## config.mk

```make
export PLATFORM = sky130hd
export DESIGN_NAME = write_precomp
export DESIGN_NICKNAME = d
export VERILOG_FILES = /design/src/rtl/wpc_pkg.sv /design/src/rtl/wpc_slot_timer.sv /design/src/rtl/wpc_pattern_det.sv /design/src/rtl/wpc_launch_sel.sv /design/src/rtl/write_precomp.sv
export SDC_FILE = /design/constraint.sdc
export NUM_CORES = 1
export LEC_CHECK = 0
export BUFFER_PORTS_ARGS = -buffer_cell sky130_fd_sc_hd__buf_2
export CAP_MARGIN = 30
export CORE_MARGIN = 3
export CORE_UTILIZATION = 30
export CTS_CLUSTER_SIZE = 8
export DETAILED_ROUTE_END_ITERATION = 6
export PLACE_DENSITY = 0.57
export SYNTH_ARGS = -nofsm -noshare
export SYNTH_HDL_FRONTEND = slang
export SYNTH_SLANG_ARGS = --single-unit
```

## constraint.sdc

```tcl
create_clock -name clk -period 3.15 [get_ports clk]
set_input_delay 0.315 -clock clk [delete_from_list [all_inputs] [get_ports clk]]
set_output_delay 0.315 -clock clk [all_outputs]
set_load 0.03 [all_outputs]
```

## src/rtl/wpc_pkg.sv

```systemverilog
package wpc_pkg;

  // second '1' of a one-zero-one run: new bit set, last slot clear, slot before set
  function automatic logic is_spread_pair(input logic new_bit,
                                          input logic hist_last,
                                          input logic hist_prev);
    return new_bit & ~hist_last & hist_prev;
  endfunction

  // two adjacent ones break the encoder run-length rule
  function automatic logic breaks_rule(input logic new_bit,
                                       input logic hist_last);
    return new_bit & hist_last;
  endfunction

  // which path the selector takes for one bit
  typedef enum logic {PATH_NOMINAL = 1'b0, PATH_LATE = 1'b1} path_e;

endpackage

```

## src/rtl/wpc_slot_timer.sv

```systemverilog
module wpc_slot_timer #(
  parameter int TICKS = 8,
  parameter int TW    = 3
) (
  input  logic          clk,
  input  logic          rst_n,
  output logic [TW-1:0] tick,
  output logic          slot_end
);
  localparam logic [TW-1:0] LAST = TW'(TICKS - 1);

  // reset parks on the last tick so the first acceptance point is immediate
  always_ff @(posedge clk) begin
    if (!rst_n)            tick <= LAST;
    else if (tick == LAST) tick <= '0;
    else                   tick <= tick + 1'b1;
  end

  assign slot_end = (tick == LAST);
endmodule

```

## src/rtl/wpc_pattern_det.sv

```systemverilog
module wpc_pattern_det
  import wpc_pkg::*;
(
  input  logic clk,
  input  logic rst_n,
  input  logic slot_end,
  input  logic accept,
  input  logic in_bit,
  output logic comp_take,
  output logic rule_hit,
  output logic last_one,
  output logic rule_err
);
  logic hist_last;
  logic hist_prev;

  // an idle slot shifts a zero, as time without a transition
  always_ff @(posedge clk) begin
    if (!rst_n) begin
      hist_last <= 1'b0;
      hist_prev <= 1'b0;
    end else if (slot_end) begin
      hist_prev <= hist_last;
      hist_last <= accept & in_bit;
    end
  end

  always_ff @(posedge clk) begin
    if (!rst_n)                  rule_err <= 1'b0;
    else if (accept && rule_hit) rule_err <= 1'b1;
  end

  assign comp_take = is_spread_pair(in_bit, hist_last, hist_prev);
  assign rule_hit  = breaks_rule(in_bit, hist_last);
  assign last_one  = hist_last;
endmodule

```

## src/rtl/wpc_launch_sel.sv

```systemverilog
module wpc_launch_sel
  import wpc_pkg::*;
#(
  parameter int TICKS = 8,
  parameter int TW    = 3
) (
  input  logic          clk,
  input  logic          rst_n,
  input  logic          slot_end,
  input  logic          accept,
  input  logic          in_bit,
  input  logic          comp_take,
  input  logic          rule_hit,
  input  logic [TW-1:0] shift_dly,
  input  logic [TW-1:0] tick,
  output logic          wr_strobe
);
  localparam logic [TW-1:0] NOM_TICK = '0;

  function automatic logic [TW-1:0] clamp_dly(input logic [TW-1:0] d);
    if (int'(d) > TICKS - 1) return TW'(TICKS - 1);
    return d;
  endfunction

  logic          cur_one;
  path_e         cur_path;
  logic [TW-1:0] late_tick;
  logic          nom_fire;
  logic          late_fire;

  // bit, path and delay are frozen at acceptance for the whole period
  always_ff @(posedge clk) begin
    if (!rst_n) begin
      cur_one   <= 1'b0;
      cur_path  <= PATH_NOMINAL;
      late_tick <= NOM_TICK;
    end else if (slot_end) begin
      cur_one   <= accept & in_bit;
      cur_path  <= (accept && comp_take && !rule_hit) ? PATH_LATE : PATH_NOMINAL;
      late_tick <= clamp_dly(shift_dly);
    end
  end

  assign nom_fire  = (tick == NOM_TICK);
  assign late_fire = (tick == late_tick);

  always_comb begin
    unique case (cur_path)
      PATH_LATE: wr_strobe = cur_one & late_fire;
      default:   wr_strobe = cur_one & nom_fire;
    endcase
  end
endmodule

```

## src/rtl/write_precomp.sv

```systemverilog
module write_precomp #(
  parameter int TICKS = 8,
  parameter int TW    = (TICKS > 1) ? $clog2(TICKS) : 1
) (
  input  logic          clk,
  input  logic          rst_n,
  input  logic          in_valid,
  input  logic          in_bit,
  output logic          in_ready,
  input  logic [TW-1:0] shift_dly,
  output logic          wr_strobe,
  output logic          rule_err
);
  logic [TW-1:0] tick;
  logic          slot_end;
  logic          accept;
  logic          comp_take;
  logic          rule_hit;
  logic          last_one;

  wpc_slot_timer #(.TICKS(TICKS), .TW(TW)) u_timer (
    .clk(clk), .rst_n(rst_n), .tick(tick), .slot_end(slot_end)
  );

  assign in_ready = slot_end;
  assign accept   = in_valid & slot_end;

  wpc_pattern_det u_det (
    .clk(clk), .rst_n(rst_n), .slot_end(slot_end), .accept(accept),
    .in_bit(in_bit), .comp_take(comp_take), .rule_hit(rule_hit),
    .last_one(last_one), .rule_err(rule_err)
  );

  wpc_launch_sel #(.TICKS(TICKS), .TW(TW)) u_launch (
    .clk(clk), .rst_n(rst_n), .slot_end(slot_end), .accept(accept),
    .in_bit(in_bit), .comp_take(comp_take), .rule_hit(rule_hit),
    .shift_dly(shift_dly), .tick(tick), .wr_strobe(wr_strobe)
  );
endmodule

```

* Yosys cells after proc, flatten, opt, wreduce, memory -nomap -nowiden *
Cells that the tools add are included.

operators by class
  add/sub/neg operators = 1
  multipliers = 0
  divide/modulo/power cells = 0
  order comparisons = 0
  eq/ne operators = 2
  shift-type cells = 0
  muxes and demuxes = 3
  bitwise operators = 8
  reductions and logical operators = 5

operator list
  cell                                          number
  bitwise AND 1 bit                             7
  adder 3 x 1 -> 3 bit (second input constant)  1
  == test 3 bit                                 1
  == test 3 bit (second input constant)         1
  logical AND 1 bit                             3
  zero test 3 bit                               1
  2-to-1 mux 3 bit                              1
  2-to-1 mux 1 bit                              2
  zero test 1 bit                               1
  NOT 1 bit                                     1

word-level totals
  register bits after elaboration = 10
  bits in latches = 0
  RAM bits = 0
  ROM bits = 0
  bits of input ports = 7
  output and inout bits = 3
  logic and storage cells = 25
  memories kept = 0

* Logic depth before layout (Yosys ltp) *
Gate-level depths: netlist (run 1).

  depth after elaboration = 6
  gate-level depth with buffers = 5

* Cells and area by module *
Synthesis (run 1) repeated with hierarchy kept, for this count alone.

unflattened totals
  cells, all modules = 45
  area, all modules = 474.2 um^2

by module, submodules not included
  module           times used  cells an instance  area each (um^2)
  wpc_launch_sel   1           24                 244.0
  wpc_pattern_det  1           12                 121.4
  wpc_slot_timer   1           8                  102.6
  write_precomp    1           1                  6.3

* Least setup slack after synthesis (run 1) *
OpenSTA, ideal clock, no wires.

  kind = flip-flop to output port
  start = register u_timer.tick[0]
  end = output port wr_strobe
  data arrival time = 1168 ps
  setup slack = 1667 ps
  stages on the path, launching flop included = 6
  path buffers = 0
  cell sequence = dfxtp_1 -> inv_1 -> ha_1 -> nor3b_1 -> a41oi_1 -> nor2b_1

on the way
  cells in the longest elaborated chain, start to end = 3

RTL lines
  element                                           RTL line                                    source
  start: declaration                                wpc_slot_timer.sv:7                         output logic [TW-1:0] tick,
  start signal: assignment                          wpc_slot_timer.sv:16                        else tick <= tick + 1'b1;
  == test 3 bit or zero test 3 bit (tied branches)  wpc_launch_sel.sv:45, wpc_launch_sel.sv:44
  bitwise AND 1 bit, on equally long branches       wpc_launch_sel.sv:49, wpc_launch_sel.sv:50
  2-to-1 mux 1 bit (*)                              wpc_launch_sel.sv:48                        unique case (cur_path)
  end: declaration                                  write_precomp.sv:11                         output logic wr_strobe,

Every way passes the cells marked *; elsewhere a longest branch is shown, timed or not.

* Final worst setup path (run 1) *
  start = register u_timer.tick[0]
  end = output port in_ready

on the way
  cells in the longest elaborated chain, start to end = 1

RTL lines
  element           RTL line              source
  == test 3 bit     wpc_slot_timer.sv:19  assign slot_end = (tick == LAST);
  end: declaration  write_precomp.sv:9    output logic in_ready,

No other way between the ends.

==> reports/metrics.yaml, run 1 <==
pwr:
  netSwitchingPower_mw: 0.0877
  power_per_cell_area_nw_per_um2: 601
  power_frac_seq_pct: 49.3
  p_sw_share_pct: 28.0
  power_frac_comb_pct: 24.2
  irDropWorstVdd_mv: 0.202
  leakagePower_nw: 0.224
  pwr-share-clk_pct: 26.5
  power.internal_mw: 0.225
synth:
  synthAdderAreaFrac_pct: 8.50
  synthDistinctLibCells: 15
  ys_seq_area_share_pct: 45.3
  synth_compound_area_share_pct: 6.23
  synth_area_um2: 442
  synth_cells: 41
  synth_top_family_by_area: "simple AND/OR/NAND/NOR gates"
  synthMuxAreaShare_pct: 11.3
  synthSimpleGateAreaFrac_pct: 19.3
  synth_xor_xnor_area_share_pct: 5.95
  ys.warnings.count: 0
  syn_avg_cell_area_um2: 10.8
  ys_ff_latch: 10
  synth_nets: 51
floorplan:
  start_util_pct: 33.1
  ios: 10
  coreArea_um2: 1330
  die_w_um: 44.4
  rows: 13
  die_h_um: 44.4
  die_area_um2: 1970
global_route:
  grtUsageTotal_pct: 8.53
  grt_pass1_wl_um: 1110
  overflow: 0
  antenna_found_initial: 0
  grt_start_max_net_pins: 11
  grt_pass1_vias: 282
clock_network:
  cts_setup_buffers: 0
  cts_tree: "built"
  cts_sinks: 10
  cts.repair.resized: 0
  clockBufferDepth: 2
  clock-root-buffer: "clkbuf_4"
  clk_pin_slew_ns: 0.06
  insertion_delay_ns: 0.26
  cts_hold_buf: 0
  numCtsBuffers: 3
  cts_max_level: 1
worst_setup_path:
  start_kind: "flop"
  criticalPathCategory: "flop to output port"
  path_max_fanout: 10
  worstSetupEndpointType: "output port"
  worstPathRequired_ns: 2.83
  cp.arrival_ns: 1.48
drt:
  wire_per_inst_um: 9.85
  detail-route-antenna-nets: 0
  avgViaCountPerCell: 4.45
  drtIter0Drc: 1
  drt_wl_total_um: 660
  vias: 298
  dr.pass1.iters: 2
  remaining_drc_errors: 0
run_status:
  status: "finished clean"
timing:
  setup-tns-final_ns: 0
  finalSetupViolCount: 0
  min_period_over_period_pct: 57.1
  max_slew.worst_pin.slew_ns: 0.415
  hold_viol_final: 0
  hold_ws_ns: 0.308
  rsz0062_at_grt: "false"
  final.setup_skew_ns: 0.000530
  report.final.slew_viol_count: 0
  relSlewSlack_pct: 72.3
  post-route-min-period_ns: 1.80
  fmax_mhz: 556
final_layout:
  syn2layout_area_growth_pct: 17.8
  final_util_pct: 39.0
  n_antenna_cell: 0
  final_common_cell: "dfxtp_1"
  drive_above_1_share_pct: 23.1
  final_nets: 64
  stdcell_count: 67
  multi_input_area_um2: 226
  final_cell_mix: "dfxtp_1 (10), buf_2 (9), nor2b_1 (7)"
  n_fill_cell: 148
  seq_area_um2: 200
placed_design:
  gp_congestion: 0.614
  placedCellCount: 64
  port_buffers: 9
  dp_hpwl_um: 506
hold_path:
  hp-class: "input port to flop"
job:
  max_cap_violations: 0
stage by stage:
stage / total power, mW / cell area, um2 / setup WS (ns)
2_1_floorplan: 0.221 / 442 / 1.67
3_3_place_gp: 0.236 / 498 / 1.63
3_5_place_dp: 0.235 / 498 / 1.60
4_1_cts: 0.321 / 520 / 1.31
5_1_grt: 0.335 / 520 / 1.24
6_report: 0.313 / 520 / 1.35
registers in the layout (all words and copies together) (netlist names):
signal and cells:
u_det.rule_err 1, u_timer.tick 3, u_det.hist_prev 1, u_launch.cur_path 1, u_launch.late_tick 3, u_det.last_one 1
per-layer routing:
| metal | vias up | GRT usage (%) | part of all wire (%) |
|---|---|---|---|
| met2 | 5 | 9.30 | 43 |
| met1 | 129 | 11.1 | 51 |
| met3 | 2 | 4.07 | 5.5 |
| li1 | 162 | - | - |
| met5 | - | 0 | 0 |
| met4 | 0 | 9.04 | 0.61 |
logic make-up after synthesis:
logic type,count (synthesis)
flip-flops,10
AO/OA/AOI/OAI,4
adder cells (fa/ha/maj),3
multiplexers,5
buffers and inverters,3
XOR/XNOR,3
AND/OR/NAND/NOR,13
synthesized netlist by cell type (all sizes together):
cell type,count,area share (%)
a41oi,1,2.0
dfxtp,10,45
and2,1,1.4
xnor2,3,6.0
a21boi,1,1.7
ha,3,8.5
nand2b,3,4.2
mux2i,5,11
buf,1,1.7
nor2b,7,9.9
nor3b,1,1.7
inv,2,1.7
o21ai,1,1.1
nand4b,1,2.0
a31oi,1,1.4
critical path, stage by stage (launching register included):
cell,delay (ns)
dfxtp_1,0.38
ha_1,0.16
ha_1,0.40
buf_2,0.28
cell type report:
cell class	count	area share [%]
inverters	2	1.44
flip-flops and latches	10	38.5
clock buffers	3	4.33
multi-input cells	28	43.5
well taps	15	3.61
repair buffers	9	8.65
power groups by stage:
stage / clock network [mW] / logic (mW) / registers, mW
detailed placement: 0 / 0.0774 / 0.158
CTS: 0.0891 / 0.0775 / 0.155
global route: 0.0927 / 0.0860 / 0.156
floorplan: 0 / 0.0662 / 0.155
global placement: 0 / 0.0783 / 0.157
finish: 0.0828 / 0.0756 / 0.154
final timing paths:
| check | start | end | slack, ns | cells after the start |
|---|---|---|---|---|
| setup / recovery | u_timer.tick[0]$_SDFF_PN1_ | in_ready | 1.35 | 3 |
| hold / removal | rst_n | u_timer.tick[2]$_SDFF_PN1_ | 0.31 | 2 |
| hold reg to reg | u_launch.cur_path$_SDFFE_PN0P_ | u_launch.cur_path$_SDFFE_PN0P_ | 0.49 | 2 |
| setup reg to reg | u_timer.tick[0]$_SDFF_PN1_ | u_det.hist_prev$_SDFFE_PN0P_ | 1.80 | 4 |
Note: power is estimated with default switching activity, not from simulation.
==> inputs of run 2 (changes only) <==
==> constraint.sdc (replaced) <==
create_clock -name clk -period 1.7 [get_ports clk]
set_input_delay 0.17 -clock clk [delete_from_list [all_inputs] [get_ports clk]]
set_output_delay 0.17 -clock clk [all_outputs]
set_load 0.03 [all_outputs]
==> run 2 against run 1 <==
Effect of this change: non-clock buffer count stayed put; combinational power is 94% higher; worst hold slack worse by 0.15 ns; core utilization is 1.3 points higher.
==> reports/metrics.yaml, run 2 (synthesized netlist as in run 1, its figures left out) <==
run_status:
  status: "finished clean"
timing:
  max_slew.worst_pin.slew_ns: 0.244
  post-route-min-period_ns: 1.61
  hold_ws_ns: 0.161
  report.final.slew_viol_count: 0
  finalSetupViolCount: 0
  hold_viol_final: 0
  relSlewSlack_pct: 83.7
  fmax_mhz: 620
  min_period_over_period_pct: 94.9
  final.setup_skew_ns: 0.00598
drt:
  detail-route-antenna-nets: 0
  vias: 302
  wire_per_inst_um: 10.7
  drtIter0Drc: 3
  remaining_drc_errors: 0
  dr.pass1.iters: 2
  drt_wl_total_um: 728
  avgViaCountPerCell: 4.44
clock_network:
  clk_pin_slew_ns: 0.07
  clock-root-buffer: "clkbuf_4"
  cts.repair.resized: 0
  numCtsBuffers: 3
  cts_tree: "built"
  cts_max_level: 1
  clockBufferDepth: 2
  cts_sinks: 10
  cts_setup_buffers: 0
  cts_hold_buf: 0
  insertion_delay_ns: 0.27
global_route:
  grt_start_max_net_pins: 11
  grt_pass1_wl_um: 1150
  grtUsageTotal_pct: 8.63
  overflow: 0
  antenna_found_initial: 0
  grt_pass1_vias: 290
pwr:
  netSwitchingPower_mw: 0.183
  power.internal_mw: 0.470
  leakagePower_nw: 0.230
  power_per_cell_area_nw_per_um2: 1210
  irDropWorstVdd_mv: 0.479
  power_frac_comb_pct: 22.5
  power_frac_seq_pct: 44.1
  finalPower_mw: 0.653
  pwr-share-clk_pct: 33.4
  p_sw_share_pct: 28.0
final_layout:
  syn2layout_area_growth_pct: 21.8
  top_regs: "u_launch.late_tick: 3 flops, u_timer.tick: 3 flops"
  n_antenna_cell: 0
  design_area_um2: 538
  final_cell_mix: "buf_2 (9), dfxtp_1 (9), nor2b_1 (7)"
  n_fill_cell: 138
  final_nets: 64
  drive_above_1_share_pct: 28.3
worst_setup_path:
  criticalPathCategory: "flop to output port"
  worstSetupEndpointType: "output port"
  worstPathRequired_ns: 1.53
  path_max_fanout: 4
  cp.arrival_ns: 1.44
  start_kind: "flop"
floorplan:
  coreArea_um2: 1330
  start_util_pct: 33.1
  die_w_um: 44.4
  rows: 13
  ios: 10
  die_area_um2: 1970
  die_h_um: 44.4
hold_path:
  hp-class: "input port to flop"
placed_design:
  gp_congestion: 0.615
  port_buffers: 9
  dpl_cell_area_um2: 498
  dp_hpwl_um: 525
job:
  max_cap_violations: 0
[run 2: cell count changes in the layout (fill, tap and decap cells not counted), sizes merged]
cell	change
clkbuf	+1
[run 2: final cells by class]
type	count	area, um2	area share, %
inverters	2	7.51	1.40
clock buffers	4	36.3	6.74
repair buffers	9	45.0	8.37
multi-input cells	28	229	42.6
flip-flops and latches	10	201	37.4
well taps	15	18.8	3.49
[run 2: final timing paths]
| kind | depth (start not counted) | end | start | slack [ns] |
|---|---|---|---|---|
| max | 6 | wr_strobe | u_timer.tick[0]$_SDFF_PN1_ | 0.09 |
| min | 2 | u_timer.tick[1]$_SDFF_PN1_ | rst_n | 0.16 |
| min reg2reg | 2 | u_launch.cur_path$_SDFFE_PN0P_ | u_launch.cur_path$_SDFFE_PN0P_ | 0.49 |
| max reg2reg | 4 | u_launch.late_tick[2]$_SDFFE_PN0P_ | u_timer.tick[0]$_SDFF_PN1_ | 0.45 |
[run 2: metal layers]
metal,share of wire [%],global-route usage (%),routed length (um),vias up
met1,53,10.7,389,134
met2,41,11.0,301,5
met3,5.2,4.07,38,0
met4,0,7.23,0,0
met5,0,0,0,-
li1,-,-,-,163
[run 2: power groups by stage]
stage	Clock, mW	Combinational (mW)	Sequential (mW)
2_1_floorplan	0	0.123	0.287
3_3_place_gp	0	0.145	0.292
3_5_place_dp	0	0.145	0.292
4_1_cts	0.222	0.145	0.287
5_1_grt	0.233	0.168	0.292
6_report	0.218	0.147	0.288
[run 2: critical path: stages, from the launching register on]
cell and delay (ns):
dfxtp_1 0.38, inv_1 0.07, ha_1 0.18, nor3b_1 0.13, a41oi_1 0.18, nor2b_1 0.07, buf_2 0.17
[run 2: metrics by stage]
step | setup TNS [ns] | setup slack [ns] | std cells | utilization (%)
2_1_floorplan | 0 | 0.290 | 41 | -
3_3_place_gp | 0 | 0.324 | 64 | 37.3
3_5_place_dp | 0 | 0.309 | 64 | 37.3
4_1_cts | 0 | 0.00671 | 68 | 40.1
5_1_grt | -0.0181 | -0.0181 | 68 | 40.3
6_report | 0 | 0.0872 | 68 | 40.3
